**src/rtl/pwm_quad_pkg.sv**
```systemverilog
package pwm_quad_pkg;

    parameter int PRE_W  = 8;
    parameter int MOD_W  = 8;
    parameter int DUTY_W = 16;
    parameter int REG_W  = 32;
    parameter int OFS_W  = 5;

    localparam logic [OFS_W-1:0] OFS_PRE  = 5'h00;
    localparam logic [OFS_W-1:0] OFS_MOD  = 5'h04;
    localparam logic [OFS_W-1:0] OFS_DUTY = 5'h08;
    localparam logic [OFS_W-1:0] OFS_EN   = 5'h18;

    typedef struct packed {
        logic [PRE_W-1:0]  pre;
        logic [MOD_W-1:0]  mdl;
        logic [DUTY_W-1:0] duty;
    } pwm_set_t;

    typedef enum logic {
        CH_OFF = 1'b0,
        CH_RUN = 1'b1
    } ch_state_t;

endpackage

```
**src/rtl/pwm_chan_regs.sv**
```systemverilog
module pwm_chan_regs
    import pwm_quad_pkg::*;
#(
    parameter int CH_IDX   = 0,
    parameter int CH_SEL_W = 2,
    localparam int ADDR_W  = CH_SEL_W + OFS_W
) (
    input  logic              clk,
    input  logic              rst_n,
    input  logic              bus_wr,
    input  logic [ADDR_W-1:0] bus_addr,
    input  logic [REG_W-1:0]  bus_wdata,
    input  logic              run_i,
    input  logic              take_i,
    output pwm_set_t          stg_o,
    output logic              stg_vld_o,
    output logic              en_wr_o,
    output logic              en_val_o,
    output logic [REG_W-1:0]  rdata_o
);

    logic [PRE_W-1:0]  pend_pre;
    logic [MOD_W-1:0]  pend_mdl;
    logic [DUTY_W-1:0] pend_duty;
    logic [OFS_W-1:0]  ofs;
    logic              hit;
    logic              wr_pre, wr_mdl, wr_duty;
    logic              wdata_unused;

    assign ofs          = bus_addr[OFS_W-1:0];
    assign hit          = bus_wr && (bus_addr[ADDR_W-1:OFS_W] == CH_SEL_W'(CH_IDX));
    assign wr_pre       = hit && (ofs == OFS_PRE);
    assign wr_mdl       = hit && (ofs == OFS_MOD);
    assign wr_duty      = hit && (ofs == OFS_DUTY);
    assign en_wr_o      = hit && (ofs == OFS_EN);
    assign en_val_o     = bus_wdata[0];
    assign wdata_unused = ^bus_wdata[REG_W-1:DUTY_W];

    always_ff @(posedge clk or negedge rst_n) begin
        if (!rst_n) begin
            pend_pre  <= '0;
            pend_mdl  <= '0;
            pend_duty <= '0;
        end else begin
            if (wr_pre)  pend_pre  <= bus_wdata[PRE_W-1:0];
            if (wr_mdl)  pend_mdl  <= bus_wdata[MOD_W-1:0];
            if (wr_duty) pend_duty <= bus_wdata[DUTY_W-1:0];
        end
    end

    // Staging: a newer duty write wins over the release of an older set.
    always_ff @(posedge clk or negedge rst_n) begin
        if (!rst_n) begin
            stg_o     <= '0;
            stg_vld_o <= 1'b0;
        end else if (wr_duty) begin
            stg_o     <= '{pre: pend_pre, mdl: pend_mdl, duty: bus_wdata[DUTY_W-1:0]};
            stg_vld_o <= 1'b1;
        end else if (take_i) begin
            stg_vld_o <= 1'b0;
        end
    end

    always_comb begin
        unique case (ofs)
            OFS_PRE:  rdata_o = REG_W'(pend_pre);
            OFS_MOD:  rdata_o = REG_W'(pend_mdl);
            OFS_DUTY: rdata_o = REG_W'(pend_duty);
            OFS_EN:   rdata_o = REG_W'(run_i);
            default:  rdata_o = '0;
        endcase
    end


    duty_stage_chk: assert property (@(posedge clk) disable iff (!rst_n)
        wr_duty |=> (stg_vld_o && stg_o.duty == $past(bus_wdata[DUTY_W-1:0])));


    stage_keep_chk: assert property (@(posedge clk) disable iff (!rst_n)
        (stg_vld_o && !wr_duty && !take_i) |=> (stg_vld_o && $stable(stg_o)));

endmodule

```
**src/rtl/pwm_chan_engine.sv**
```systemverilog
module pwm_chan_engine
    import pwm_quad_pkg::*;
(
    input  logic     clk,
    input  logic     rst_n,
    input  logic     en_wr_i,
    input  logic     en_val_i,
    input  pwm_set_t stg_i,
    input  logic     stg_vld_i,
    output logic     take_o,
    output logic     run_o,
    output logic     pwm_o
);

    ch_state_t        state, state_nx;
    pwm_set_t         act;
    logic [PRE_W-1:0] pcnt;
    logic [MOD_W-1:0] scnt;
    logic [MOD_W:0]   scnt_inc;
    logic             last_step;
    logic             step_tick;
    logic             period_end;

    assign scnt_inc   = {1'b0, scnt} + 1'b1;
    assign last_step  = (scnt_inc >= {1'b0, act.mdl});
    assign step_tick  = (pcnt == act.pre);
    assign period_end = (state == CH_RUN) && step_tick && last_step;
    assign take_o     = stg_vld_i && ((state == CH_OFF) || period_end);

    // State register
    always_ff @(posedge clk or negedge rst_n) begin
        if (!rst_n) state <= CH_OFF;
        else        state <= state_nx;
    end

    // Transitions: start and halt
    always_comb begin
        state_nx = state;
        unique case (state)
            CH_OFF: if (en_wr_i &&  en_val_i) state_nx = CH_RUN;
            CH_RUN: if (en_wr_i && !en_val_i) state_nx = CH_OFF;
            default: state_nx = CH_OFF;
        endcase
    end

    // Prescale and step counters
    always_ff @(posedge clk or negedge rst_n) begin
        if (!rst_n) begin
            pcnt <= '0;
            scnt <= '0;
        end else if (state != CH_RUN || state_nx != CH_RUN) begin
            pcnt <= '0;
            scnt <= '0;
        end else if (step_tick) begin
            pcnt <= '0;
            scnt <= last_step ? '0 : scnt_inc[MOD_W-1:0];
        end else begin
            pcnt <= pcnt + 1'b1;
        end
    end

    // Active set
    always_ff @(posedge clk or negedge rst_n) begin
        if (!rst_n)      act <= '0;
        else if (take_o) act <= stg_i;
    end

    // Outputs
    always_comb begin
        run_o = (state == CH_RUN);
        pwm_o = (state == CH_RUN) && (act.mdl != '0) &&
                ({{(DUTY_W-MOD_W){1'b0}}, scnt} < act.duty);
    end


    halt_now_chk: assert property (@(posedge clk) disable iff (!rst_n)
        (en_wr_i && !en_val_i) |=> (!pwm_o && !run_o));


    active_hold_chk: assert property (@(posedge clk) disable iff (!rst_n)
        (state == CH_RUN && !period_end) |=> $stable(act));


    off_clear_chk: assert property (@(posedge clk) disable iff (!rst_n)
        (state == CH_OFF) |-> (pcnt == '0 && scnt == '0));


    step_range_chk: assert property (@(posedge clk) disable iff (!rst_n)
        (state == CH_RUN && act.mdl != '0) |-> (scnt < act.mdl && pcnt <= act.pre));

endmodule

```
**src/rtl/pwm_quad_ctrl.sv**
```systemverilog
module pwm_quad_ctrl
    import pwm_quad_pkg::*;
#(
    parameter int  NCH      = 4,
    localparam int CH_SEL_W = (NCH > 1) ? $clog2(NCH) : 1,
    localparam int ADDR_W   = CH_SEL_W + OFS_W
) (
    input  logic              clk,
    input  logic              rst_n,
    input  logic              bus_wr,
    input  logic [ADDR_W-1:0] bus_addr,
    input  logic [REG_W-1:0]  bus_wdata,
    output logic [REG_W-1:0]  bus_rdata,
    output logic [NCH-1:0]    pwm_o
);

    logic [REG_W-1:0] ch_rdata [NCH];

    for (genvar c = 0; c < NCH; c++) begin : g_ch
        pwm_set_t stg;
        logic     stg_vld, take, run, en_wr, en_val;

        pwm_chan_regs #(
            .CH_IDX   (c),
            .CH_SEL_W (CH_SEL_W)
        ) regs_i (
            .clk       (clk),
            .rst_n     (rst_n),
            .bus_wr    (bus_wr),
            .bus_addr  (bus_addr),
            .bus_wdata (bus_wdata),
            .run_i     (run),
            .take_i    (take),
            .stg_o     (stg),
            .stg_vld_o (stg_vld),
            .en_wr_o   (en_wr),
            .en_val_o  (en_val),
            .rdata_o   (ch_rdata[c])
        );

        pwm_chan_engine eng_i (
            .clk       (clk),
            .rst_n     (rst_n),
            .en_wr_i   (en_wr),
            .en_val_i  (en_val),
            .stg_i     (stg),
            .stg_vld_i (stg_vld),
            .take_o    (take),
            .run_o     (run),
            .pwm_o     (pwm_o[c])
        );
    end

    assign bus_rdata = ch_rdata[bus_addr[ADDR_W-1:OFS_W]];


    one_hot_write_chk: assert property (@(posedge clk) disable iff (!rst_n)
        $onehot0({g_ch[3].en_wr, g_ch[2].en_wr, g_ch[1].en_wr, g_ch[0].en_wr}));

endmodule

```
**config.mk**
```make
export PLATFORM = sky130hd
export DESIGN_NAME = pwm_quad_ctrl
export DESIGN_NICKNAME = d
export VERILOG_FILES = /design/src/rtl/pwm_quad_pkg.sv /design/src/rtl/pwm_chan_regs.sv /design/src/rtl/pwm_chan_engine.sv /design/src/rtl/pwm_quad_ctrl.sv
export SDC_FILE = /design/constraint.sdc
export NUM_CORES = 1
export LEC_CHECK = 0
export BUFFER_PORTS_ARGS = -buffer_cell sky130_fd_sc_hd__buf_2
export CAP_MARGIN = 30
export CORE_UTILIZATION = 45
export DETAILED_ROUTE_END_ITERATION = 12
export GPL_ROUTABILITY_DRIVEN = 0
export PLACE_DENSITY_LB_ADDON = 0.2
export SYNTH_ARGS = -nofsm -noshare
export SYNTH_HDL_FRONTEND = slang
export SYNTH_SLANG_ARGS = --single-unit
```
**constraint.sdc**
```tcl
create_clock -name clk -period 2.6 [get_ports clk]
set_input_delay 0.52 -clock clk [delete_from_list [all_inputs] [get_ports clk]]
set_output_delay 0.52 -clock clk [all_outputs]
set_load 0.02 [all_outputs]
```
# After elaboration in Yosys (flattened, before gate mapping)
# Index checks and enable logic that the tools add are counted.
# classes
n_addsub	8
magnitude_cmp	9
n_eq_ne	10
n_mux	47
n_bitwise	9
n_reduce_logical	71
# ops
op	n
16-bit one-hot mux with 4 select lines	4
8-bit 2-to-1 mux	20
32-bit binary-select mux with 2-bit select	1
8-bit by 16-bit less-than comparator with 1-bit output	4
32-bit 2-to-1 mux	2
1-bit logical AND	48
8-bit by 1-bit adder with 9-bit output, second input constant	4
9-bit by 8-bit greater-or-equal comparator with 1-bit output	4
8-bit by 1-bit adder with 8-bit output, second input constant	4
8-bit == test	4
8-bit nonzero test	4
1-bit 2-to-1 mux	16
2-bit nonzero test	8
1-bit logical OR	8
1-bit NOT	8
1-bit one-hot mux with 2 select lines	4
5-bit by 3-bit == test with 1-bit output, second input constant	1
5-bit by 4-bit == test with 1-bit output, second input constant	1
5-bit == test, second input constant	1
5-bit zero test	1
2-bit == test, second input constant	2
3-bit greater-or-equal comparator, second input constant	1
2-bit NOT with 3-bit output	1
2-bit by 1-bit == test with 1-bit output, second input constant	1
2 further kinds	2
# totals
reg_bits	392
out_inout_bits	36
word_cells	202

# Logic depth before layout (Yosys ltp)
# Gate-level depths: netlist of run 1.
# logic_depth
ltp_word	9
mapped_depth	12

# Cells and area by module
# Synthesis of run 1 repeated with hierarchy kept, for this count alone.
# unflattened
cells_unflattened	2293
hier_area_um2	24143.2
# modules_own_cells
mod	instances	cells_per_inst	area_per_inst_um2	seq_area_each_um2
pwm_chan_engine at g_ch[0].eng_i ...	3	405	3533.4	1226.2
pwm_chan_regs at g_ch[1].regs_i ...	2	159	2293.4	1226.2
pwm_chan_engine at g_ch[2].eng_i	1	403	3549.7	1226.2
pwm_chan_regs at g_ch[0].regs_i	1	159	2301.0	1226.2
pwm_chan_regs at g_ch[3].regs_i	1	159	2290.9	1226.2
pwm_quad_ctrl	1	39	814.5	0.0

# Worst setup path after synthesis of run 1
# Ideal clock, no wire load.
# synth_timing
path_type	register to register
startpoint	reg g_ch[2].eng_i.scnt[0]
endpoint	reg g_ch[2].eng_i.act[15] (netlist name)
arrival_time_ps	2756
required_time_ps	2531
setup_slack_ps	-225
stages_incl_launch_ff	13
path_buffers	2
path_cell_list	dfrtp_1 ha_1 nand3_1 o21a_1 or2_2 ha_1 and3_1 a221oi_1 and2_1 clkbuf_1 clkbuf_1 nand4_1 nand3_1
# synth_between
elab_chain_cells	5
# synth_rtl
item	line	text
start, declared	pwm_chan_engine.sv:18	logic [MOD_W-1:0] scnt;
start signal, assigned	pwm_chan_engine.sv:56	scnt <= last_step ? '0 : scnt_inc[MOD_W-1:0];
8-bit by 1-bit adder with 9-bit output	pwm_chan_engine.sv:24	assign scnt_inc = {1'b0, scnt} + 1'b1;
9-bit by 8-bit greater-or-equal comparator with 1-bit output	pwm_chan_engine.sv:25	assign last_step = (scnt_inc >= {1'b0, act.mdl});
1-bit logical AND	pwm_chan_engine.sv:27	assign period_end = (state == CH_RUN) && step_tick && last_step;
1-bit logical OR	pwm_chan_engine.sv:28	assign take_o = stg_vld_i && ((state == CH_OFF) || period_end);
1-bit logical AND	pwm_chan_engine.sv:28	
end signal, assigned	pwm_chan_engine.sv:65	else if (take_o) act <= stg_i;
end, declared	pwm_chan_engine.sv:16	pwm_set_t act;
# Every way passes these cells.
# A chain may end at the register's enable or synchronous reset.

# Worst setup path after layout of run 1
# layout_timing
startpoint	reg g_ch[0].eng_i.scnt[5]
endpoint	out pwm_o[0]
# layout_between
elab_chain_cells	2
# layout_rtl
item	line	text
start, declared	pwm_chan_engine.sv:18	
start signal, assigned	pwm_chan_engine.sv:56	
8-bit by 16-bit less-than comparator with 1-bit output	pwm_chan_engine.sv:72	({{(DUTY_W-MOD_W){1'b0}}, scnt} < act.duty);
1-bit logical AND	pwm_chan_engine.sv:71	pwm_o = (state == CH_RUN) && (act.mdl != '0) &&
end, declared	pwm_quad_ctrl.sv:14	output logic [NCH-1:0] pwm_o
# Every way passes these cells.

==> results of run 1 <==
## final cells by class
cell class | instances | area, um^2
tap | 672 | 841
timing repair buffer | 304 | 3280
inverter | 132 | 495
sequential | 392 | 9830
clock inverter | 24 | 289
multi-input combinational | 1623 | 13800
clock buffer | 62 | 1280
fill | 4116 | 20700
## flip-flops by register name, summed over array words and instances (netlist names)
register               flops
g_ch.eng_i.pcnt           32
g_ch.regs_i.pend_duty     48
g_ch.regs_i.stg_o         80
g_ch.regs_i.pend_pre      32
g_ch.regs_i.stg_vld_o      4
g_ch.eng_i.run_o           4
g_ch.eng_i.act           128
g_ch.regs_i.pend_mdl      32
g_ch.eng_i.scnt           32
## logic make-up after synthesis
| logic type | count (synthesis) |
|---|---|
| simple gates | 711 |
| other cells | 1 |
| flops | 392 |
| xor+xnor | 71 |
| buf+inv | 381 |
| compound gates | 551 |
| mux | 206 |
| fa+ha+maj | 68 |
## worst max-delay path by stage
stage / startpoint / to / slack [ns] / cells past startpoint
after floorplan: g_ch[0].eng_i.scnt[2]$_DFFE_PN0P_ / g_ch[0].eng_i.scnt[0]$_DFFE_PN0P_ / -0.09 / 11
after global placement: bus_addr[1] / bus_rdata[0] / -0.22 / 11
after detailed placement: bus_addr[1] / bus_rdata[0] / -0.24 / 11
after CTS: g_ch[0].eng_i.scnt[4]$_DFFE_PN0P_ / pwm_o[0] / -0.19 / 8
after global routing: g_ch[1].eng_i.scnt[1]$_DFFE_PN0P_ / g_ch[1].eng_i.act[10]$_DFFE_PN0P_ / -0.35 / 11
final: g_ch[0].eng_i.scnt[5]$_DFFE_PN0P_ / pwm_o[0] / -0.26 / 8
## critical path: stages, from the launching register on
cell	delay, ns
dfrtp_1	0.40
buf_4	0.14
buf_6	0.11
ha_4	0.23
a21o_1	0.20
a211oi_2	0.22
o2111ai_2	0.14
nand2_2	0.14
buf_6	0.13
## timing repair
| item | 4_1_cts | 5_1_grt |
|---|---|---|
| hold buffers | 1 | 0 |
| setup buffers | 59 | 22 |
| gates resized for setup | 266 | 161 |
| cloned | 27 | 5 |
| hold endpoints to repair | 44 | 0 |
| pin swaps | 123 | 161 |
| endpoints found under the setup margin | 156 | 170 |
## power by group
part           internal [mW]  total [mW]  switching, mW  leakage, nW
sequential              6.32        6.67          0.353         5.40
clock                   3.98        6.77           2.79        0.765
combinational          0.489        1.24          0.747         6.70
## cells in the final DEF (no fill, tap or decap), types with 13 or more instances in the layout
cell type / synthesis / final
o2111ai_4: 0 / 18
a21o_1: 19 / 19
xnor2_1: 35 / 32
nand4_1: 169 / 169
buf_16: 0 / 15
mux2_1: 25 / 25
buf_6: 6 / 45
nor2b_1: 18 / 17
nor2_1: 19 / 13
buf_12: 0 / 36
nand2_1: 122 / 118
nand3b_1: 61 / 61
mux2_4: 24 / 24
dfrtp_2: 0 / 13
and2_1: 22 / 13
xor2_1: 36 / 34
buf_2: 20 / 29
conb_1: 1 / 16
dfrtp_1: 392 / 379
clkbuf_16: 0 / 50
a21oi_2: 1 / 15
a21oi_1: 43 / 29
o2111ai_2: 0 / 109
and3_1: 29 / 18
nand3_2: 1 / 17
nor4_1: 16 / 14
a31oi_1: 135 / 135
nand3_1: 169 / 147
nor3_1: 38 / 29
inv_1: 132 / 127
mux2_2: 149 / 149
buf_4: 39 / 164
ha_4: 0 / 22
o21ai_0: 137 / 129
a221o_1: 22 / 22
ha_1: 68 / 45
## metal layers
| metal | up-vias | global-route usage [%] | share of wire [%] |
|---|---|---|---|
| li1 | 9230 | - | - |
| met1 | 10663 | 39.3 | 43 |
| met2 | 810 | 45.0 | 47 |
| met3 | 171 | 4.33 | 6.7 |
| met4 | 2 | 8.48 | 2.8 |
| met5 | - | 0 | 0.013 |
==> flow_summary.ini, run 1 <==
[outcome]
status = finished with violations
violations = setup timing

[synthesis]
synth-async-reset-ratio_pct = 100
synth_area_leaders = dfrtp_1 42%, mux2_2 7.2%, o2111ai_1 4.9%
ys_seq_elements = 392
synth-compound-area-share_pct = 16.2
yosys.area_share.simple_pct = 17.3
synthXorXnorAreaFrac_pct = 2.68
yosysWarnings = 0
ys_types = 62
synth.most_common_cell = dfrtp_1
synth_ff_type = dfrtp_1
yosysSeqAreaShare_pct = 42.3
avgSynthCellArea_um2 = 9.74
syn_inst = 2381
synth_edf_count = 0
synth_top_area_cell = dfrtp_1
synth_area_mm2 = 0.0232
synth_top_family_by_area = simple AND/OR/NAND/NOR gates
netlist_top_cells_count = 392 x dfrtp_1, 178 x clkbuf_1, 169 x nand3_1, 169 x nand4_1, 149 x mux2_2
muxShareOfSynthArea_pct = 10.8
yosysTopAreaCellShare_pct = 42.3
synthAdderAreaFrac_pct = 3.67

[cts]
cts_tree = yes
h-tree-depth = 2
insertion_delay_ns = 0.61
clkTransAtPathRegs_ns = 0.06
clock-root-buffer = clkbuf_16
clk_path_buf_depth = 3
clock_sinks = 392
cts_buffers = 46

[die]
rows = 82
die_w_um = 229
fp.dieArea_mm2 = 0.0525
ios = 78
core_mm2 = 0.0505
die_h_um = 229
initial_core_util_pct = 46.0

[cells_and_area]
fin_cells = 3209
num_antenna_cells = 0
syn_to_final_growth_pct = 28.4
drive_above_1_share_pct = 34.6
design_area_mm2 = 0.0298
finalCoreUtilization_pct = 59.0
nets = 2609

[sta]
tightestPinTransition_ns = 1.00
hold_violations = 0
slew_violations = 0
grt_setup_unrepaired = true
setup_ws_ns = -0.256
slew_headroom_pct = 33.1
fin_crit_sh_pct = 110
setup_violations = 169
whs_ns = 0.199
period_needed_ns = 2.86
tns_ns = -23.77
fmax_mhz = 350
final.setup_skew_ns = 0.0286

[detailed_routing]
drt-vias-per-instance = 6.51
drc_errors = 0
wirelength_um = 75600
num_vias = 20876
avgRoutedWirePerCell_um = 23.5
ant_nets = 0
first_iter_violations = 2196
drt_pass1_iterations = 6

[pwr]
p_leak_nw = 12.9
powerDensity_mw_per_mm2 = 493
power.total_mw = 14.7
peakVddDrop_mv = 0.520

[critical_path]
timing.rr.end = g_ch[2].eng_i.act[22]$_DFFE_PN0P_
cp_data_arrival_time_ns = 2.34
worstRegToRegCells = 13
r2r_start = g_ch[2].eng_i.scnt[0]$_DFFE_PN0P_
path_max_fanout = 2
required_ns = 2.08
critPathKind = reg -> out
endpoint_kind = output pin
r2r_slack_ns = -0.24
cp-start-kind = flip-flop

[placement]
placed_cells = 3030
post-place-ws_ns = -0.236
post-dp-hpwl_um = 45900
port_buffers = 45
place_area_mm2 = 0.0249

[global_route]
grt_pass1_wl_um = 119000
antenna_found_initial = 1
grt_usage_pct = 28.2
grt_pass1_vias = 20600
grt-ovfl-total = 0
grt_start_max_net_pins = 84

[flow_run]
drv_cap = 0

[hold_path]
holdPathEnd = g_ch[0].regs_i.pend_duty[10]$_DFFE_PN0P_
min_path_type = in -> reg
holdPathStages = 2
holdCritStartpoint = bus_wdata[10]
Power figures use the tool's default switching activity.
==> run 2: changes to the inputs <==
- RECOVER_POWER: default -> 50
==> run 2 against run 1 <==
  * The run ends with capacitance limit, slew limit, setup timing left
  * Clock skew shrank 0.0029 ns
  * Sequential cell count is the same
  * Clock power is essentially flat
  * Critical path type is now reg -> reg
  * Largest cell class unchanged
  * Non-clock buffer count is the same
  * Global-route usage is the same
==> flow_summary.ini, run 2 (synthesis gave the netlist of run 1 again) <==
[critical_path]
critPathKind = reg -> reg
cp_data_arrival_time_ns = 3.37
crit_path_cell_trace = ha_4, nand3_4, o21a_1, or2_4, ha_4, a21o_1, a221oi_4, buf_4, and2_4, buf_6, buf_8, nand4_1, nand3_1
endpoint_kind = flip-flop
endpoint = g_ch[2].eng_i.act[22]$_DFFE_PN0P_
crit_start = g_ch[2].eng_i.scnt[0]$_DFFE_PN0P_
required_ns = 3.13
slowest_stage = dfrtp_1
cp-start-kind = flip-flop
path_max_fanout = 8
r2r_start = g_ch[2].eng_i.scnt[0]$_DFFE_PN0P_
r2r_slack_ns = -0.25
worstRegToRegCells = 13
timing.rr.end = g_ch[2].eng_i.act[22]$_DFFE_PN0P_
cp_common_cell = ha_4
critical-path-max-stage-delay_ns = 0.43

[cells_and_area]
drive_above_1_share_pct = 34.6
syn_to_final_growth_pct = 28.2
layout_commonest_cell = dfrtp_1
largestRegisters = g_ch.eng_i.act: 128 flops, g_ch.regs_i.stg_o: 80 flops, g_ch.regs_i.pend_duty: 48 flops
regMostFlops = g_ch.eng_i.act
design_area_mm2 = 0.0297
fin_cells = 3209
num_antenna_cells = 0
finalCoreUtilization_pct = 58.9
nets = 2609
largest_reg_flops = 128
layout_common_cells = 379 x dfrtp_1, 169 x nand4_1, 155 x buf_4

[global_route]
grt_usage_pct = 28.2
grt_pass1_wl_um = 119000
grt_pass1_vias = 20600
antenna_found_initial = 1
grt_start_max_net_pins = 84
grt-ovfl-total = 0

[detailed_routing]
wirelength_um = 75600
num_vias = 20835
first_iter_violations = 2127
drt_pass1_iterations = 6
ant_nets = 0
drc_errors = 0
drt-vias-per-instance = 6.49
avgRoutedWirePerCell_um = 23.6

[sta]
final.setup_skew_ns = 0.0257
fin_crit_sh_pct = 110
hold_violations = 0
setup_violations = 169
tns_ns = -23.77
slew_headroom_pct = -11.4
grt_setup_unrepaired = true
fmax_mhz = 351
whs_ns = 0.203
slew_violations = 57
tightestPinTransition_ns = 1.67
setup_ws_ns = -0.248
period_needed_ns = 2.85

[placement]
post-dp-hpwl_um = 45900
place_area_mm2 = 0.0249
port_buffers = 45
placed_cells = 3030
post-place-ws_ns = -0.236

[outcome]
violations = capacitance limit, slew limit, setup timing
status = finished with violations

[hold_path]
min_path_type = in -> reg

[pwr]
p_leak_nw = 12.9
power.total_mw = 14.7
powerDensity_mw_per_mm2 = 493
peakVddDrop_mv = 0.519

[die]
die_w_um = 229
initial_core_util_pct = 46.0
rows = 82
core_mm2 = 0.0505
fp.dieArea_mm2 = 0.0525
ios = 78
die_h_um = 229

[cts]
cts_tree = yes
insertion_delay_ns = 0.61
clk_path_buf_depth = 3
h-tree-depth = 2
clock-root-buffer = clkbuf_16
cts_buffers = 46
clock_sinks = 392
clkTransAtPathRegs_ns = 0.06

[flow_run]
drv_cap = 1
## run 2: changes by cell type in the layout (fill, tap and decap cells not counted)
cell / delta
buf_4: -9
clkbuf_2: +7
clkbuf_4: +5
buf_12: -3
buf_8: -1
clkbuf_8: +1
## run 2: area by class of cell
type / instances / area, um^2
Multi-Input combinational cell: 1623 / 13800
Clock buffer: 62 / 1280
Inverter: 132 / 495
Sequential cell: 392 / 9830
Fill cell: 4122 / 20700
Tap cell: 672 / 841
Clock inverter: 24 / 289
Timing Repair Buffer: 304 / 3220
## run 2: report_power, final
part | total [mW] | internal (mW) | leakage (nW) | switching, mW
logic | 1.23 | 0.479 | 6.68 | 0.747
clock network | 6.78 | 3.98 | 0.765 | 2.80
registers | 6.67 | 6.32 | 5.40 | 0.351
## run 2: worst min-delay path by stage
stage | end | cells past startpoint | startpoint | slack [ns]
floorplan | g_ch[0].eng_i.act[0]$_DFFE_PN0P_ | 0 | rst_n | 0.22
global placement | g_ch[0].regs_i.stg_o[28]$_DFFE_PN0P_ | 1 | g_ch[0].regs_i.stg_o[28]$_DFFE_PN0P_ | 0.50
detailed placement | g_ch[0].eng_i.pcnt[4]$_DFF_PN0_ | 1 | rst_n | 0.51
CTS | g_ch[0].regs_i.pend_duty[10]$_DFFE_PN0P_ | 2 | bus_wdata[10] | 0.18
global route | g_ch[0].regs_i.pend_duty[10]$_DFFE_PN0P_ | 2 | bus_wdata[10] | 0.21
finish | g_ch[0].regs_i.pend_duty[10]$_DFFE_PN0P_ | 2 | bus_wdata[10] | 0.20
## run 2: repair_timing
item                                    in CTS  in global routing
endpoints found under the hold margin       44                  0
pin swaps                                  123                161
setup buffers                               59                 22
endpoints found under the setup margin     156                170
gates cloned                                27                  5
gates resized for setup                    266                161
hold buffers                                 1                  0
## run 2: metal layers
| layer | vias to the layer above | global-route usage, % | wire (um) |
|---|---|---|---|
| met5 | - | 0 | 10 |
| met4 | 2 | 8.48 | 2130 |
| met3 | 165 | 4.33 | 5100 |
| met2 | 814 | 45.0 | 35600 |
| met1 | 10624 | 39.3 | 32800 |
| li1 | 9230 | - | - |
## run 2: critical path: cells and delay by family (launching register included)
kind | cells | cell delay (ns)
flops | 1 | 0.43
simple gates | 5 | 0.78
buf+inv | 3 | 0.42
compound gates | 3 | 0.74
fa+ha+maj | 2 | 0.39
